## config.mk

```make
export PLATFORM = sky130hd
export DESIGN_NAME = dram_refresh_sched
export DESIGN_NICKNAME = d
export VERILOG_FILES = /design/src/rtl/dram_refresh_sched.sv
export SDC_FILE = /design/constraint.sdc
export NUM_CORES = 1
export LEC_CHECK = 0
export ABC_AREA = 1
export CORE_UTILIZATION = 60
export DETAILED_ROUTE_END_ITERATION = 16
export PLACE_DENSITY_LB_ADDON = 0.15
export SLEW_MARGIN = 0
export SYNTH_ARGS = -nofsm -noshare
export SYNTH_HDL_FRONTEND = slang
export SYNTH_SLANG_ARGS = --single-unit
```

## constraint.sdc

```tcl
create_clock -name clk -period 2.6 [get_ports clk]
set_input_delay 0.26 -clock clk [delete_from_list [all_inputs] [get_ports clk]]
set_output_delay 0.26 -clock clk [all_outputs]
set_load 0.1 [all_outputs]
```

## src/rtl/dram_refresh_sched.sv

```systemverilog
module dram_refresh_sched #(
  parameter int CLK_PERIOD_NS  = 8,
  parameter int STARTUP_CYCLES = 25_000_000,
  parameter int INIT_REFRESHES = 8,
  parameter int ROW_BITS       = 11,
  parameter int RETENTION_NS   = 32_000_000,
  parameter int PEND_MAX       = 2,
  parameter int T_RAS_NS       = 60,
  parameter int T_RP_NS        = 40,
  parameter int T_RC_NS        = 104,
  parameter int T_CSR_NS       = 5,
  parameter int T_CHR_NS       = 10,
  parameter int T_ASR_NS       = 0,
  parameter int T_RAH_NS       = 10,
  parameter int T_RPC_NS       = 5
) (
  input  logic                clk,
  input  logic                rst_n,
  input  logic                ras_only_mode,
  input  logic                ref_grant,
  output logic                ref_req,
  output logic                ready,
  output logic                missed,
  output logic                drive_en,
  output logic                ras_n,
  output logic                cas_n,
  output logic                we_n,
  output logic [ROW_BITS-1:0] addr
);

  function automatic int cdiv(input int ns);
    return (ns + CLK_PERIOD_NS - 1) / CLK_PERIOD_NS;
  endfunction

  function automatic int max2(input int a, input int b);
    return (a > b) ? a : b;
  endfunction

  localparam int SETUP_CYC    = max2(1, max2(cdiv(T_CSR_NS), cdiv(T_ASR_NS)));
  localparam int LOW_CYC      = max2(cdiv(T_RAS_NS), max2(cdiv(T_CHR_NS), cdiv(T_RAH_NS)));
  localparam int PRE_CYC      = max2(max2(cdiv(T_RP_NS), cdiv(T_RPC_NS)),
                                     cdiv(T_RC_NS) - LOW_CYC);
  localparam int INTERVAL_NS  = RETENTION_NS / (1 << ROW_BITS);
  localparam int INTERVAL_CYC = INTERVAL_NS / CLK_PERIOD_NS;
  localparam int PH_W   = $clog2(max2(SETUP_CYC, max2(LOW_CYC, PRE_CYC)) + 1);
  localparam int WAIT_W = $clog2(STARTUP_CYCLES + 1);
  localparam int TICK_W = $clog2(INTERVAL_CYC + 1);
  localparam int INIT_W = $clog2(INIT_REFRESHES + 1);
  localparam int PEND_W = $clog2(PEND_MAX + 1);

  typedef enum logic [2:0] {S_WAIT, S_IDLE, S_SETUP, S_LOW, S_PRE} state_t;

  state_t              state;
  logic [PH_W-1:0]     ph;
  logic [WAIT_W-1:0]   wait_cnt;
  logic [TICK_W-1:0]   tick_cnt;
  logic [INIT_W-1:0]   init_left;
  logic [PEND_W-1:0]   pending;
  logic [ROW_BITS-1:0] row;
  logic                mode_q;
  logic                tick, start, in_cycle, strobe_phase;

  assign in_cycle     = (state == S_SETUP) || (state == S_LOW) || (state == S_PRE);
  assign strobe_phase = (state == S_SETUP) || (state == S_LOW);
  assign ref_req      = ready && (state == S_IDLE) && (pending != '0);
  assign start        = ref_req && ref_grant;
  assign tick         = ready && (tick_cnt == TICK_W'(INTERVAL_CYC - 1));

  assign drive_en = in_cycle;
  assign ras_n    = (state != S_LOW);
  assign cas_n    = !(!mode_q && strobe_phase);
  assign we_n     = 1'b1;
  assign addr     = (mode_q && strobe_phase) ? row : '0;

  always_ff @(posedge clk) begin
    if (!rst_n) begin
      state     <= S_WAIT;
      ph        <= '0;
      wait_cnt  <= '0;
      init_left <= INIT_W'(INIT_REFRESHES);
      row       <= '0;
      mode_q    <= 1'b0;
      ready     <= 1'b0;
    end else begin
      case (state)
        S_WAIT: begin
          if (wait_cnt == WAIT_W'(STARTUP_CYCLES - 1)) begin
            state  <= S_SETUP;
            mode_q <= ras_only_mode;
            ph     <= '0;
          end else begin
            wait_cnt <= wait_cnt + 1'b1;
          end
        end
        S_IDLE: begin
          if (start) begin
            state  <= S_SETUP;
            mode_q <= ras_only_mode;
            ph     <= '0;
          end
        end
        S_SETUP: begin
          if (ph == PH_W'(SETUP_CYC - 1)) begin
            state <= S_LOW;
            ph    <= '0;
          end else begin
            ph <= ph + 1'b1;
          end
        end
        S_LOW: begin
          if (ph == PH_W'(LOW_CYC - 1)) begin
            state <= S_PRE;
            ph    <= '0;
            if (mode_q) row <= row + 1'b1;
          end else begin
            ph <= ph + 1'b1;
          end
        end
        S_PRE: begin
          if (ph == PH_W'(PRE_CYC - 1)) begin
            ph <= '0;
            if (init_left > INIT_W'(1)) begin
              init_left <= init_left - 1'b1;
              state     <= S_SETUP;
              mode_q    <= ras_only_mode;
            end else begin
              if (init_left == INIT_W'(1)) ready <= 1'b1;
              init_left <= '0;
              state     <= S_IDLE;
            end
          end else begin
            ph <= ph + 1'b1;
          end
        end
        default: state <= S_WAIT;
      endcase
    end
  end

  always_ff @(posedge clk) begin
    if (!rst_n) begin
      tick_cnt <= '0;
      pending  <= '0;
      missed   <= 1'b0;
    end else begin
      if (tick)       tick_cnt <= '0;
      else if (ready) tick_cnt <= tick_cnt + 1'b1;
      case ({tick, start})
        2'b10: begin
          if (pending == PEND_W'(PEND_MAX)) missed <= 1'b1;
          else pending <= pending + 1'b1;
        end
        2'b01:   pending <= pending - 1'b1;
        default: ;
      endcase
    end
  end

  assert_quiet_before_init_R2: assert property (@(posedge clk) disable iff (!rst_n)
    (!ready && !drive_en) |-> (ras_n && cas_n));
  assert_cas_leads_ras_R6: assert property (@(posedge clk) disable iff (!rst_n)
    ($fell(ras_n) && !cas_n) |-> $past(!cas_n));
  assert_we_high_R6: assert property (@(posedge clk) disable iff (!rst_n)
    drive_en |-> we_n);
  assert_row_held_R7: assert property (@(posedge clk) disable iff (!rst_n)
    (!ras_n && $past(!ras_n)) |-> $stable(addr));
  assert_req_held_R5: assert property (@(posedge clk) disable iff (!rst_n)
    (ref_req && !ref_grant) |=> ref_req);
  assert_ready_sticky_R3: assert property (@(posedge clk) disable iff (!rst_n)
    ready |=> ready);
  assert_missed_sticky_R9: assert property (@(posedge clk) disable iff (!rst_n)
    missed |=> missed);
  assert_pending_cap_R9: assert property (@(posedge clk) disable iff (!rst_n)
    pending <= PEND_W'(PEND_MAX));

endmodule

```

==> flow_metrics.env <==
export IMPL_die_w_um=79.8
export IMPL_synth_top_family_by_area="simple AND/OR/NAND/NOR gates"
export IMPL_cts_sinks=63
export IMPL_p_leak_nw=1.55
export IMPL_yosysTopAreaCell="dfxtp_1"
export IMPL_finalHoldViolCount=0
export IMPL_syn_area_um2=3640
export IMPL_cts_root_buf="clkbuf_8"
export IMPL_setup_viol=0
export IMPL_setup_ws_ns=0.588
export IMPL_routed_wirelength_mm=8.12
export IMPL_cts_setup_buffers=0
export IMPL_postRouteAntennaNets=0
export IMPL_synth_compound_area_frac=0.107
export IMPL_drtIter0Drc=346
export IMPL_die_y_um=79.8
export IMPL_synth_adder_area_share=0.0275
export IMPL_async_flop_share=0
export IMPL_stdcell_area_um2=4010
export IMPL_worstPathArrival_ns=1.75
export IMPL_rows=27
export IMPL_dp_hpwl_mm=5.88
export IMPL_io_buffer_count=20
export IMPL_ys_ff_latch=63
export IMPL_ys_seq_area_frac=0.347
export IMPL_die_area_um2=6380
export IMPL_worstReg2RegEnd="wait_cnt[16]"
export IMPL_final_max_slew_violation_count=0
export IMPL_grt_pass1_wl_mm=13.8
export IMPL_finalSetupTns_ns=0
export IMPL_worst_hold_path_type="reg2reg"
export IMPL_final_layout_size_suffix_gt1_frac=0.0843
export IMPL_worstReg2RegStart="wait_cnt[0]"
export IMPL_end_kind="primary output"
export IMPL_crit_type="reg2out"
export IMPL_clock_fmax_ghz=0.497
export IMPL_power_mw=2.67
export IMPL_min_path_cells=2
export IMPL_gp_congestion=0.978
export IMPL_clk_latency_ns=0.35
export IMPL_cts_resized=0
export IMPL_period_share=0.774
export IMPL_synth_edff_count=0
export IMPL_dr_total_vias=3555
export IMPL_synth_fp_nets=581
export IMPL_min_to="missed"
export IMPL_ir_worst_vdd_mv=0.758
export IMPL_synth_area_leaders="dfxtp_1, nand2_1, nor2_1"
export IMPL_synth_area_mux_share=0
export IMPL_grt_pass1_vias=3156
export IMPL_reg2reg_depth=12
export IMPL_syn2layout_area_growth_pct=10.4
export IMPL_drt_pass1_iterations=5
export IMPL_ff2ff_setup_slack_ns=0.63
export IMPL_fin_nets=601
export IMPL_synthDistinctLibCells=35
export IMPL_grt_ovfl_total=0
export IMPL_avgViaCountPerCell=5.35
export IMPL_synth_top_flop_cell="dfxtp_1"
export IMPL_drc=0
export IMPL_grt_max_degree=29
export IMPL_dpl_worst_slack_ns=0.626
export IMPL_yosys_area_share_simple=0.395
export IMPL_worstPathRequired_ns=2.34
export IMPL_rsz0062_at_grt="false"
export IMPL_clk_pin_slew_ns=0.07
export IMPL_synth_common_cells="nand2_1, nor2_1, dfxtp_1"
export IMPL_fin_util=0.707
export IMPL_place_area_um2=3820
export IMPL_power_density_nw_per_um2=666
export IMPL_synthCells=569
export IMPL_io_pins=22
export IMPL_status="complete, no violations"
export IMPL_timing_max_cap_violations=0
export IMPL_start_kind="flip-flop"
export IMPL_cts_max_level=3
export IMPL_coreArea_um2=5680
export IMPL_grtUsageTotal=0.280
export IMPL_cts_hold_buf=0
export IMPL_synth_top_area_frac=0.347
export IMPL_yosysWarnings=0
export IMPL_antenna_found_initial=0
export IMPL_synth_area_per_cell_um2=6.39
export IMPL_initial_core_util=0.641
export IMPL_wl_per_cell_um=12.2
export IMPL_crit_fanout=12
export IMPL_clock_path_buffers=2
export IMPL_cts_tree="done"
export IMPL_min_from="missed"
export IMPL_synth_most_common_cell="nand2_1"
export IMPL_cts_buffers=9
export IMPL_final_setup_skew_ns=0.0102
export IMPL_synth_xor_xnor_area_share=0.0337
export IMPL_n_antenna_cell=0
export IMPL_period_minus_slack_ns=2.01
==> how the worst max path moves through the flow <==
| stage | to | startpoint | slack, ns | cells past startpoint |
|---|---|---|---|---|
| after floorplan | row[10] | state[1] | 0.14 | 7 |
| after global placement | wait_cnt[16] | wait_cnt[0] | 0.73 | 12 |
| after detailed placement | wait_cnt[16] | wait_cnt[0] | 0.63 | 12 |
| after CTS | addr[9] | state[1] | 0.59 | 5 |
| after global routing | wait_cnt[16] | wait_cnt[0] | 0.46 | 12 |
| final | addr[9] | state[1] | 0.59 | 5 |
==> report_power, final <==
group	internal [mW]	switching (mW)	total [mW]
clock	0.465	0.391	0.855
combinational	0.167	0.591	0.758
sequential	1.01	0.0499	1.06
total	1.64	1.03	2.67
==> placed cells by master, fill, tap and decap left out, drive strengths merged <==
cell and instances:
nand2 156, nor2 103, dfxtp 63, inv 62
a21oi 49, nand3 37, buf 20, o21ai 20
nor3 15, clkbuf 12, xor2 11, nand4 10
ha 8, nand3b 6, xnor2 3, clkdlybuf4s50 3
nor3b 2, a211oi 2, clkinv 2, or2 1
a31o 1, o21bai 1, and3 1, nor4 1
a31oi 1, o21a 1, conb 1, bufinv 1
==> through the flow <==
stage          hold slack [ns]  std cells
3_5_place_dp             0.450        650
6_report                 0.453        665
4_1_cts                  0.460        665
3_3_place_gp             0.447        650
2_1_floorplan            0.424        569
5_1_grt                  0.485        665
==> flip-flops by register name (all words and copies together) (netlist names) <==
signal	count
init_left	4
missed	1
tick_cnt	11
ready	1
state	3
mode_q	1
pending	2
wait_cnt	25
ph	4
row	11
==> worst max-delay path: stages, from the launching register on <==
cell	delay (ns)
dfxtp_1	0.40
inv_1	0.08
nor2_1	0.09
nand2_1	0.27
nor2_1	0.24
buf_4	0.32
==> area by class of cell <==
type / instances / area [µm²]
multi-input cells: 430 / 2060
well taps: 72 / 90.1
flip-flops and latches: 63 / 1260
clock inverters: 3 / 43.8
repair buffers: 23 / 180
inverters: 62 / 233
fillers: 501 / 1660
clock buffers: 12 / 145
==> per-layer routing <==
| metal | vias to the layer above | wire, µm | part of all wire | GRT usage |
|---|---|---|---|---|
| li1 | 1854 | - | - | - |
| met4 | 0 | 173 | 0.021 | 0.118 |
| met5 | - | 0 | 0 | 0 |
| met3 | 18 | 461 | 0.057 | 0.0594 |
| met1 | 1567 | 3870 | 0.48 | 0.362 |
| met2 | 116 | 3610 | 0.45 | 0.449 |
==> kinds of logic (layout without fill, tap and decap cells) <==
group | after synthesis | in the layout
AND/OR/NAND/NOR | 332 | 332
buffers and inverters | 76 | 100
AO/OA/AOI/OAI | 75 | 75
flip-flops | 63 | 63
XOR/XNOR | 14 | 14
adder cells (fa/ha/maj) | 8 | 8
other | 1 | 1
Power figures use the tool's default switching activity.
